`src/rtl/swz_pkg.sv`:
```
package swz_pkg;

    typedef enum logic [2:0] {
        SWZ_NONE     = 3'd0,
        SWZ_9        = 3'd1,
        SWZ_9_10     = 3'd2,
        SWZ_9_11     = 3'd3,
        SWZ_9_10_11  = 3'd4,
        SWZ_9_17     = 3'd5,
        SWZ_9_10_17  = 3'd6,
        SWZ_UNKNOWN  = 3'd7
    } swz_mode_e;

    typedef enum logic [1:0] {
        TILE_LINEAR = 2'd0,
        TILE_X      = 2'd1,
        TILE_Y      = 2'd2,
        TILE_RSVD   = 2'd3
    } tile_e;

    typedef enum logic [1:0] {
        AM_SINGLE = 2'd0,
        AM_ASYM   = 2'd1,
        AM_INTLV  = 2'd2,
        AM_RSVD   = 2'd3
    } addr_mode_e;

    typedef enum logic [1:0] {
        ST_BLANK   = 2'd0,
        ST_ACTIVE  = 2'd1,
        ST_UNKNOWN = 2'd2
    } cfg_state_e;

    localparam int BIT_SWZ = 6;

endpackage

```
`src/rtl/swz_mode_decode.sv`:
```
module swz_mode_decode
    import swz_pkg::*;
#(
    parameter int SIZE_W = 8
) (
    input  logic                  by_size,
    input  logic [4+2*SIZE_W-1:0] word,
    output swz_mode_e             mode_x,
    output swz_mode_e             mode_y,
    output logic                  word_bad
);
    localparam int CW = 4 + 2 * SIZE_W;

    addr_mode_e         am;
    logic               xor_off;
    logic               hi_sel;
    logic [SIZE_W-1:0]  size_a;
    logic [SIZE_W-1:0]  size_b;

    assign am      = addr_mode_e'(word[1:0]);
    assign xor_off = word[2];
    assign hi_sel  = word[3];
    assign size_a  = word[4 +: SIZE_W];
    assign size_b  = word[4+SIZE_W +: SIZE_W];
    assign word_bad = (word == {CW{1'b1}});

    always_comb begin
        mode_x = SWZ_NONE;
        mode_y = SWZ_NONE;
        if (word_bad) begin
            mode_x = SWZ_UNKNOWN;
            mode_y = SWZ_UNKNOWN;
        end else if (by_size) begin
            if (size_a == size_b) begin
                mode_x = SWZ_9_10;
                mode_y = SWZ_9;
            end
        end else begin
            unique case (am)
                AM_INTLV: begin
                    if (xor_off) begin
                        mode_x = SWZ_9_10;
                        mode_y = SWZ_9;
                    end else if (!hi_sel) begin
                        mode_x = SWZ_9_10_11;
                        mode_y = SWZ_9_11;
                    end else begin
                        mode_x = SWZ_9_10_17;
                        mode_y = SWZ_9_17;
                    end
                end
                default: begin
                    mode_x = SWZ_NONE;
                    mode_y = SWZ_NONE;
                end
            endcase
        end
    end

endmodule

```
`src/rtl/swz_cfg_ctrl.sv`:
```
module swz_cfg_ctrl
    import swz_pkg::*;
(
    input  logic      clk,
    input  logic      rst_n,
    input  logic      load,
    input  logic      word_bad,
    input  swz_mode_e next_x,
    input  swz_mode_e next_y,
    output swz_mode_e mode_x,
    output swz_mode_e mode_y,
    output logic      cfg_unknown
);
    cfg_state_e state_q, state_d;

    always_comb begin
        state_d = state_q;
        unique case (state_q)
            ST_BLANK, ST_ACTIVE, ST_UNKNOWN: begin
                if (load) state_d = word_bad ? ST_UNKNOWN : ST_ACTIVE;
            end
            default: state_d = ST_BLANK;
        endcase
    end

    always_ff @(posedge clk) begin
        if (!rst_n) state_q <= ST_BLANK;
        else        state_q <= state_d;
    end

    always_ff @(posedge clk) begin
        if (!rst_n) begin
            mode_x <= SWZ_NONE;
            mode_y <= SWZ_NONE;
        end else if (load) begin
            mode_x <= next_x;
            mode_y <= next_y;
        end
    end

    assign cfg_unknown = (state_q == ST_UNKNOWN);

    AST_HOLD_NO_LOAD: assert property (@(posedge clk) disable iff (!rst_n)
        !load |=> ($stable(mode_x) && $stable(mode_y)));
    AST_LOAD_TAKES: assert property (@(posedge clk) disable iff (!rst_n)
        load |=> (mode_x == $past(next_x) && mode_y == $past(next_y)));
    AST_STATE_MATCH: assert property (@(posedge clk) disable iff (!rst_n)
        cfg_unknown == (mode_x == SWZ_UNKNOWN));

endmodule

```
`src/rtl/swz_addr_path.sv`:
```
module swz_addr_path
    import swz_pkg::*;
#(
    parameter int AW = 32
) (
    input  logic          clk,
    input  logic          rst_n,
    input  logic [AW-1:0] addr_in,
    input  logic [1:0]    tile_in,
    input  swz_mode_e     mode_x,
    input  swz_mode_e     mode_y,
    input  logic          cfg_unknown,
    output logic [AW-1:0] addr_out,
    output logic [1:0]    tile_eff,
    output logic [2:0]    mode_rpt
);
    swz_mode_e sel;
    swz_mode_e rpt;
    logic      flip;
    logic      b9, b10, b11, b17;

    assign b9  = addr_in[9];
    assign b10 = addr_in[10];
    assign b11 = addr_in[11];
    assign b17 = addr_in[17];

    always_comb begin
        unique case (tile_e'(tile_in))
            TILE_X:  sel = mode_x;
            TILE_Y:  sel = mode_y;
            default: sel = SWZ_NONE;
        endcase
    end

    always_comb begin
        flip     = 1'b0;
        rpt      = sel;
        tile_eff = (tile_in == TILE_RSVD) ? TILE_LINEAR : tile_in;
        unique case (sel)
            SWZ_9:       flip = b9;
            SWZ_9_10:    flip = b9 ^ b10;
            SWZ_9_11:    flip = b9 ^ b11;
            SWZ_9_10_11: flip = b9 ^ b10 ^ b11;
            SWZ_9_17:    begin flip = b9 ^ b17;       rpt = SWZ_9;    end
            SWZ_9_10_17: begin flip = b9 ^ b10 ^ b17; rpt = SWZ_9_10; end
            default:     flip = 1'b0;
        endcase
        if (cfg_unknown) begin
            flip     = 1'b0;
            rpt      = SWZ_NONE;
            tile_eff = TILE_LINEAR;
        end
    end

    always_comb begin
        addr_out          = addr_in;
        addr_out[BIT_SWZ] = addr_in[BIT_SWZ] ^ flip;
    end

    assign mode_rpt = rpt;

    AST_UNTILED_PASS: assert property (@(posedge clk) disable iff (!rst_n)
        (tile_in == TILE_LINEAR || tile_in == TILE_RSVD) |-> (addr_out == addr_in && mode_rpt == 3'd0));
    AST_ONLY_BIT6: assert property (@(posedge clk) disable iff (!rst_n)
        ((addr_out ^ addr_in) & ~(AW'(1) << BIT_SWZ)) == '0);
    AST_NO_HIGH_REPORT: assert property (@(posedge clk) disable iff (!rst_n)
        mode_rpt != 3'd5 && mode_rpt != 3'd6 && mode_rpt != 3'd7);
    AST_UNKNOWN_FORCE: assert property (@(posedge clk) disable iff (!rst_n)
        cfg_unknown |-> (tile_eff == 2'd0 && addr_out == addr_in));

endmodule

```
`src/rtl/tiled_bit6_swizzler.sv`:
```
module tiled_bit6_swizzler
    import swz_pkg::*;
#(
    parameter int AW     = 32,
    parameter int SIZE_W = 8
) (
    input  logic                  clk,
    input  logic                  rst_n,
    input  logic                  cfg_load,
    input  logic                  cfg_by_size,
    input  logic [4+2*SIZE_W-1:0] cfg_word,
    input  logic [AW-1:0]         addr_in,
    input  logic [1:0]            tile_in,
    output logic [AW-1:0]         addr_out,
    output logic [1:0]            tile_eff,
    output logic [2:0]            mode_rpt
);
    swz_mode_e dec_x, dec_y, cur_x, cur_y;
    logic      word_bad;
    logic      cfg_unknown;

    swz_mode_decode #(.SIZE_W(SIZE_W)) u_dec (
        .by_size (cfg_by_size),
        .word    (cfg_word),
        .mode_x  (dec_x),
        .mode_y  (dec_y),
        .word_bad(word_bad)
    );

    swz_cfg_ctrl u_ctrl (
        .clk        (clk),
        .rst_n      (rst_n),
        .load       (cfg_load),
        .word_bad   (word_bad),
        .next_x     (dec_x),
        .next_y     (dec_y),
        .mode_x     (cur_x),
        .mode_y     (cur_y),
        .cfg_unknown(cfg_unknown)
    );

    swz_addr_path #(.AW(AW)) u_path (
        .clk        (clk),
        .rst_n      (rst_n),
        .addr_in    (addr_in),
        .tile_in    (tile_in),
        .mode_x     (cur_x),
        .mode_y     (cur_y),
        .cfg_unknown(cfg_unknown),
        .addr_out   (addr_out),
        .tile_eff   (tile_eff),
        .mode_rpt   (mode_rpt)
    );

endmodule

```
`config.mk`:
```
export PLATFORM = sky130hd
export DESIGN_NAME = tiled_bit6_swizzler
export DESIGN_NICKNAME = d
export VERILOG_FILES = /design/src/rtl/swz_pkg.sv /design/src/rtl/swz_mode_decode.sv /design/src/rtl/swz_cfg_ctrl.sv /design/src/rtl/swz_addr_path.sv /design/src/rtl/tiled_bit6_swizzler.sv
export SDC_FILE = /design/constraint.sdc
export NUM_CORES = 1
export LEC_CHECK = 0
export BUFFER_PORTS_ARGS = -buffer_cell sky130_fd_sc_hd__buf_4
export CAP_MARGIN = 20
export CORE_MARGIN = 4
export CORE_UTILIZATION = 38
export DETAILED_ROUTE_END_ITERATION = 7
export PLACE_DENSITY_LB_ADDON = 0.08
export SYNTH_ARGS = -nofsm -noshare
export SYNTH_HDL_FRONTEND = slang
export SYNTH_SLANG_ARGS = --single-unit
```
`constraint.sdc`:
```
create_clock -name clk -period 4 [get_ports clk]
set_input_delay 0.8 -clock clk [delete_from_list [all_inputs] [get_ports clk]]
set_output_delay 0.8 -clock clk [all_outputs]
set_load 0.02 [all_outputs]
```
* Word-level counts from Yosys, hierarchy flattened
Cells that the tools add are included.
** Word-level totals
- Input bits :: 58
- Register bits after elaboration :: 8
- Logic and storage cells :: 46
** Operators by class
- Mux-type cells :: 20
- Bitwise gates (word level) :: 6
- Equal/unequal tests :: 14
- Reduce and logical (&&, ||, !) cells :: 3
** Operators with widths (number)
- $mux W3 :: 10
- $eq A20 B20 Y1 const B :: 1
- $pmux W3 S2 :: 2
- $mux W2 :: 5
- $eq A3 B3 Y1 const B :: 3
- $eq A2 B2 Y1 const B :: 4
- $eq A8 B8 Y1 :: 1
- $eq A3 B2 Y1 const B :: 2
- $pmux W1 S6 :: 1
- $xor A1 B1 Y1 :: 6
- $eq A2 B1 Y1 const B :: 2
- $eq A3 B1 Y1 const B :: 1
- $reduce_or A3 Y1 :: 1
- $logic_not A2 Y1 :: 1
- $mux W1 :: 2
- $reduce_and A2 Y1 :: 1

* Logic depth before layout (Yosys ltp)
Gate-level depths: netlist of run 1.
- Depth in word-level cells :: 6
- Mapped depth :: 9

* Hierarchy
A second synthesis of run 1 with hierarchy kept.
** Second synthesis, totals
- Cell total of the unflattened synthesis :: 128
- Area, all modules :: 1052.3 µm²
** By module, submodules not included
- swz_addr_path :: times used 1, area each 535.5 µm², cells each 72, sequential area each 0.0 µm²
- swz_cfg_ctrl :: times used 1, area each 315.3 µm², cells each 27, sequential area each 160.2 µm²
- swz_mode_decode :: times used 1, area each 201.4 µm², cells each 29, sequential area each 0.0 µm²

* Worst setup path before layout of run 1
OpenSTA, ideal clock, no wires.
- Path kind :: input -> output
- Start point :: in tile_in[0]
- End point :: out addr_out[6]
- Cell stages on the path :: 8
- Slack :: 0.646 ns
- Required time :: 3.200 ns
- Arrival :: 2.554 ns
- Cell sequence :: inv_1 ha_1 or2_1 buf_6 or3_1 a31o_1 a31oi_2 xor2_1
** On the way
- Longest elaborated chain between the ends :: 6
- Elaborated cells between the ends (all ways) :: 12
- Classes of those cells :: eq/ne: 8; mux: 3; bitwise: 1
** Ends and longest elaborated chain
- from (decl) :: RTL line tiled_bit6_swizzler.sv:13 : input logic [1:0] tile_in,
- $eq A2 B2 Y1 or $eq A2 B1 Y1 (tied branches) :: RTL line swz_addr_path.sv:28 : unique case (tile_e'(tile_in))
- $pmux W3 S2 (*) :: RTL line swz_addr_path.sv:28
- $eq A3 B3 Y1 (tied with other cells) :: RTL line swz_addr_path.sv:39 : unique case (sel)
- $pmux W1 S6 (*) :: RTL line swz_addr_path.sv:39
- $mux W1 (*) :: RTL line swz_addr_path.sv:48 : if (cfg_unknown) begin
- $xor A1 B1 Y1 (*) :: RTL line swz_addr_path.sv:57 : addr_out[BIT_SWZ] = addr_in[BIT_SWZ] ^ flip;
- to (decl) :: RTL line tiled_bit6_swizzler.sv:14 : output logic [AW-1:0] addr_out,
Mark *: on every way between the ends. The rest lies on a longest branch, timed or not.

* Worst setup path in the final report of run 1
Same ends and word-level chain as after synthesis.

==> summary.txt, run 1 <==
Run status
  • Status: finished clean

Worst setup path
  • Worst setup SP type: primary input
  • Worst setup path endpoint: addr_out[6]
  • Critical-path maximum fanout: 7
  • Worst R2R Setup Slack: 3310 ps
  • CP arrival: between 2000 and 3000 ps
  • Critical path, cell by cell: buf_4, inv_1, ha_1, a22oi_2, or2_1, nor3_1, a2111o_2, a31oi_2, xor2_1, buf_4
  • Worst R2R Start: u_ctrl.state_q[0]
  • Crit path launch: tile_in[0]
  • Worst-case reg-to-reg path depth: 3
  • Reg-to-Reg End: u_ctrl.state_q[1]
  • Slowest stage delay, CP: 460 ps
  • Worst path required time: 3200 ps
  • Critical-path top delay cell: a2111o_2
  • Crit Path Category: in -> out
  • Worst setup EP type: primary output
  • CP dominant cell by count: buf_4

Timing
  • Setup TNS: 0 ps
  • Max Slew Vio Count: 0
  • Min Clock Period, post-route: 3520 ps
  • Clock skew: 0.00838 ps
  • Count of final setup violators: 0
  • Rel. slew slack: 0.598
  • Fin. Hold Viols: 0
  • Slew @ Worst Pin: 603 ps
  • Max Clock Freq: between 0.2 and 0.3 GHz
  • RSZ-0062 raised after global routing: false
  • Crit share post-route: 0.880

Yosys
  • Share of the synthesized area in the top cell type: 0.255
  • Most instantiated cells after synthesis: buf_4, nor2_1, xor2_1
  • Main synth FF type: dfxtp_1
  • Sequential element share of the synthesized area: 0.175
  • Post-Syn Area: between 900 and 1000 sq um
  • EDFF count, synth: 0
  • Top area cells in the synthesized netlist: buf_4, dfxtp_1, xor2_1
  • Cell accounting for the most synthesized area: buf_4
  • Synth Warn #: 0
  • Synth cell types: 35
  • Synthesized instance count: 119
  • Register bit total from synthesis: 8
  • Syn avg cell area: 7.68 sq um
  • Most common cell in the netlist: buf_4
  • Fraction of registers with async set/reset: 0
  • Post-Syn Nets: 179

Placed design
  • Dpl hpwl: just over 2 mm
  • Final Wtd Congestion: 0.811
  • Port bufs: 40

Floorplan
  • Ports: 95
  • Die height: approximately 57 um
  • Die area: 3250 sq um
  • Die Wd: about 57 um
  • Starting Density: 0.405
  • Core area: 2250 sq um
  • Rows: 17

Route
  • 1st-iter DRT viols: 20
  • Vias: between 800 and 900
  • Vias per inst: 5.26
  • Routed WL: 2.33 mm
  • Drt first pass iters: 4
  • Wirelength per Cell: 14.8 um
  • Remaining antenna violation count: 0
  • Post-route DRC: 0

Global route
  • First-pass GRT wire length: around 3.8 mm
  • Largest net degree at the start of global routing: 9
  • Overflow after GRT: 0
  • Vias in the first global route: 867
  • All-Layer GR Usage: 0.143
  • Initial antenna violation count: 0

Clock network
  • Root buf cell: clkbuf_4
  • Clock sinks: 8
  • Max clock buf depth: 2
  • Post-CTS setup buffer count: 0
  • CTS tree: yes
  • CTS buffer count: 3
  • Cts repair resizes: 0
  • Hold-fix buffers, CTS: 0
  • Worst skew pair latency: 250 ps
  • Reg clk slew, reported paths: ~60 ps
  • H-tree Lvls: 1

Final layout
  • Final core utilization: 0.456
  • N_diodes: 0
  • Fin nets: 192
  • Area of the multi-input gates: 498 sq um
  • Share of layout cells above drive strength 1: 0.362
  • Synth-to-layout area growth: 12.5%
  • Fillers: 265
  • Register area: 160 sq um

Pwr
  • Leak Pwr: 0.460 nW
  • Worst VDD drop: 0.000148 V
  • Power Dens Cells: 224 nW/um^2

Worst hold path
  • Worst hold-check path type: reg -> reg

Flow run
  • Max-cap violation count: 0
==> state kept, by name, summed over array words and instances, names as in the netlist <==
name            flops
u_ctrl.mode_y       3
u_ctrl.state_q      2
u_ctrl.mode_x       3
==> stage by stage <==
step | instances | worst slack [ps] | area [sq um] | hold slack (ps) | total power, mW
global placement | 155 | 573 | 1000 | 491 | 0.170
global route | 158 | 353 | 1030 | 536 | 0.246
floorplan | 119 | 646 | 913 | 464 | 0.168
CTS | 158 | 484 | 1030 | 512 | 0.233
detailed placement | 155 | 494 | 1000 | 498 | 0.170
finish | 158 | 480 | 1030 | 505 | 0.230
==> final cells by class <==
| cell class | instances | share of cell area |
|---|---|---|
| inverter | 3 | 0.0110 |
| timing repair buffer | 40 | 0.292 |
| sequential | 8 | 0.156 |
| clock buffer | 3 | 0.0219 |
| tap | 28 | 0.0341 |
| multi-input combinational | 76 | 0.485 |
==> metal layers <==
layer	share of wire	up-vias	track usage	routed length (um)
li1	-	407	-	-
met1	0.39	369	0.166	909
met2	0.48	39	0.233	1120
met3	0.11	16	0.0611	259
met4	0.017	0	0.0497	39
met5	0	-	0	0
==> how the worst min path moves through the flow <==
stage | startpoint | end | depth (start not counted)
4_1_cts | u_ctrl.mode_y[1] | u_ctrl.mode_y[1] | 1
5_1_grt | u_ctrl.mode_y[1] | u_ctrl.mode_y[1] | 1
6_report | u_ctrl.mode_y[1] | u_ctrl.mode_y[1] | 1
3_5_place_dp | u_ctrl.mode_y[1] | u_ctrl.mode_y[1] | 1
3_3_place_gp | u_ctrl.mode_y[1] | u_ctrl.mode_y[1] | 1
2_1_floorplan | u_ctrl.mode_x[0] | u_ctrl.mode_x[0] | 2
==> worst max-delay path: cells and delay by family <==
kind / cells / cell delay, ps
xor gates and xnor gates: 1 / 160
adders and majority gates: 1 / 230
and+or+nand+nor: 2 / 350
buffers and inverters: 3 / 270
AOI/OAI and AO/OA: 3 / 900
==> layout by cell type, fill, tap and decap left out, types with 2 or more instances in the layout <==
cell	n
inv_1	3
xnor2_1	3
dfxtp_1	8
o21ai_0	6
nand4_1	6
xor2_1	9
ha_1	2
a21oi_1	4
clkbuf_4	3
nand2b_1	2
nand2_1	5
a22oi_1	2
nor3_1	5
nand3_1	3
buf_4	40
nor2_1	10
==> kinds of logic after synthesis <==
group | Yosys count | share of synthesized area
adders and majority gates | 2 | 0.0274
AOI/OAI and AO/OA | 21 | 0.166
buffers and inverters | 35 | 0.279
and+or+nand+nor | 40 | 0.226
xor gates and xnor gates | 12 | 0.115
DFF | 8 | 0.175
muxes | 1 | 0.0110
==> where the power goes <==
part | internal, mW | total, mW | switching [mW]
clock | 0.0343 | 0.0618 | 0.0275
sequential | 0.0842 | 0.0872 | 0.00299
combinational | 0.0416 | 0.0810 | 0.0394
Power figures use the tool's default switching activity.
==> run 2, diff against run 1 <==
Settings changed: CTS_CLUSTER_DIAMETER from default to 120, REMOVE_ABC_BUFFERS from default to 1.
Clock period 4 ns to 4.2 ns, I/O delays scaled along.
==> summary.txt, run 2 (synthesis results as in run 1) <==
Placed design
  • Final Wtd Congestion: 0.806 (was 0.811)
  • Port bufs: 40 (unchanged)
  • # placed instances: 155 (unchanged)
  • Placed cell areas: 1000 sq um (unchanged)
  • Dpl hpwl: 2.42 mm (was 2.08 mm)

Timing
  • Crit share post-route: 0.847
  • Slew @ Worst Pin: 571 ps (was 603 ps)
  • RSZ-0062 raised after global routing: false (unchanged)
  • Max Clock Freq: 0.281 GHz
  • Clock skew: 0.000305 ps (was 0.00838 ps)
  • Rel. slew slack: 0.620 (was 0.598)
  • Fin. Hold Viols: 0 (unchanged)
  • Max Slew Vio Count: 0 (unchanged)
  • Setup TNS: 0 ps (unchanged)
  • Count of final setup violators: 0 (unchanged)
  • Min Clock Period, post-route: 3560 ps

Final layout
  • Commonest non-fill, non-tap cells in the layout: buf_4, nor2_1, xor2_1 (unchanged)
  • Fin cells: 158 (unchanged)
  • Final Instance Area: 1030 sq um (unchanged)
  • Fin nets: 192 (unchanged)
  • Biggest regs: u_ctrl.mode_x x3, u_ctrl.mode_y x3, u_ctrl.state_q x2 (unchanged)
  • Register area: 160 sq um (unchanged)
  • Most common cell after layout, fill and taps aside: buf_4 (unchanged)
  • N_diodes: 0 (unchanged)
  • Fillers: 248 (was 265)
  • Synth-to-layout area growth: 12.5% (unchanged)
  • Area of the multi-input gates: 498 sq um (unchanged)
  • Share of layout cells above drive strength 1: 0.362 (unchanged)

Run status
  • Status: finished clean (unchanged)

Clock network
  • CTS tree: yes (unchanged)
  • Root buf cell: clkbuf_4 (unchanged)
  • Clock sinks: 8 (unchanged)
  • Worst skew pair latency: 240 ps (was 250 ps)
  • H-tree Lvls: 1 (unchanged)
  • Max clock buf depth: 2 (unchanged)
  • Cts repair resizes: 0 (unchanged)
  • Reg clk slew, reported paths: 50 ps (was 60 ps)
  • Hold-fix buffers, CTS: 0 (unchanged)
  • CTS buffer count: 3 (unchanged)
  • Post-CTS setup buffer count: 0 (unchanged)

Worst setup path
  • Critical path, cell by cell: buf_4, inv_1, ha_1, a22oi_2, or2_1, nor3_1, a2111o_2, a31oi_2, xor2_1, buf_4 (unchanged)
  • CP arrival: 2720 ps (about the same)
  • Worst setup EP type: primary output (unchanged)
  • CP dominant cell by count: buf_4 (unchanged)
  • Worst path required time: 3360 ps (was 3200 ps)
  • Reg-to-Reg End: u_ctrl.state_q[1] (unchanged)
  • Critical-path maximum fanout: 7 (unchanged)
  • Worst-case reg-to-reg path depth: 3 (unchanged)
  • Worst R2R Setup Slack: 3510 ps (was 3310 ps)
  • Crit Path Category: in -> out (unchanged)
  • Critical-path top delay cell: a2111o_2 (unchanged)
  • Slowest stage delay, CP: 450 ps (was 460 ps)
  • Worst R2R Start: u_ctrl.state_q[1] (was u_ctrl.state_q[0])
  • Worst setup SP type: primary input (unchanged)

Route
  • Vias per inst: 5.39 (was 5.26)
  • Vias: 852 (was 831)
  • Wirelength per Cell: 18.1 um (was 14.8 um)
  • Remaining antenna violation count: 0 (unchanged)
  • Routed WL: 2.86 mm (was 2.33 mm)
  • Drt first pass iters: 4 (unchanged)
  • 1st-iter DRT viols: 33 (was 20)
  • Post-route DRC: 0 (unchanged)

Pwr
  • Leak Pwr: 0.460 nW (unchanged)
  • Internal: 0.152 mW (was 0.160 mW)
  • Power Dens Cells: 210 nW/um^2 (was 224 nW/um^2)
  • Sequential fraction of design power: 0.384 (was 0.379)
  • NetSw: 0.0638 mW (was 0.0698 mW)
  • Switching Fraction: 0.295 (was 0.304)
  • Logic pwr share: 0.358 (was 0.352)
  • Worst VDD drop: 0.000201 V (was 0.000148 V)
  • Clk network pwr share: 0.258 (was 0.269)

Floorplan
  • Die area: 3250 sq um (unchanged)
  • Die Wd: 57.0 um (unchanged)
  • Rows: 17 (unchanged)
  • Die height: 57.0 um (unchanged)
  • Core area: 2250 sq um (unchanged)
  • Starting Density: 0.405 (unchanged)
  • Ports: 95 (unchanged)

Global route
  • First-pass GRT wire length: 4.29 mm (was 3.82 mm)
  • Initial antenna violation count: 0 (unchanged)
  • Vias in the first global route: 872 (was 867)
  • All-Layer GR Usage: 0.171 (was 0.143)
  • Largest net degree at the start of global routing: 9 (unchanged)
  • Overflow after GRT: 0 (unchanged)

Worst hold path
  • Worst hold-check path type: reg -> reg (unchanged)
  • Hold Path Origin: u_ctrl.mode_x[0] (was u_ctrl.mode_y[1])
  • Hold EP: u_ctrl.mode_x[0] (was u_ctrl.mode_y[1])
  • WHS Path Cells: 2 (was 1)

Flow run
  • Max-cap violation count: 0 (unchanged)
-- run 2: cell counts in the layout (fill, tap and decap cells not counted) --
Identical to the previous run, type by type.
-- run 2: routing by layer --
layer	share of wire	track usage
met5	0	0.0317
met4	0	0.0199
met3	0.22	0.174
met2	0.33	0.183
met1	0.45	0.234
-- run 2: cell type report --
| class | count | share of cell area |
|---|---|---|
| multi-input cells | 76 | 0.485 |
| repair buffers | 40 | 0.292 |
| flip-flops and latches | 8 | 0.156 |
| well taps | 28 | 0.0341 |
| clock buffers | 3 | 0.0219 |
| inverters | 3 | 0.0110 |
-- run 2: worst max path at each step --
stage | start | endpoint | slack, ps | cells past startpoint
2_1_floorplan | tile_in[0] | addr_out[6] | 780 | 8
3_3_place_gp | tile_in[0] | addr_out[6] | 690 | 10
3_5_place_dp | tile_in[0] | addr_out[6] | 640 | 10
4_1_cts | tile_in[0] | addr_out[6] | 640 | 10
5_1_grt | tile_in[0] | addr_out[6] | 500 | 10
6_report | tile_in[0] | addr_out[6] | 640 | 10
-- run 2: power by group through the flow --
| stage | sequential (mW) | clock, mW | combinational [mW] |
|---|---|---|---|
| floorplan | 0.0838 | 0 | 0.0322 |
| CTS | 0.0830 | 0.0574 | 0.0776 |
| finish | 0.0831 | 0.0558 | 0.0773 |
| detailed placement | 0.0846 | 0 | 0.0771 |
| global placement | 0.0848 | 0 | 0.0767 |
| global route | 0.0834 | 0.0627 | 0.0849 |
-- run 2: worst max-delay path: cells and delay by family --
kind            cells  cell delay [ps]
compound gates      3              880
simple gates        2              340
buf+inv             3              270
fa+ha+maj           1              230
xor+xnor            1              160
-- run 2: per-stage QoR --
step | setup WS, ps | util | total power, mW | hold slack, ps
final | 642 | 0.456 | 0.216 | 511
after global placement | 687 | 0.446 | 0.161 | 497
after global routing | 502 | 0.456 | 0.231 | 522
after floorplan | 779 | - | 0.116 | 464
after CTS | 635 | 0.456 | 0.218 | 512
after detailed placement | 641 | 0.446 | 0.162 | 500
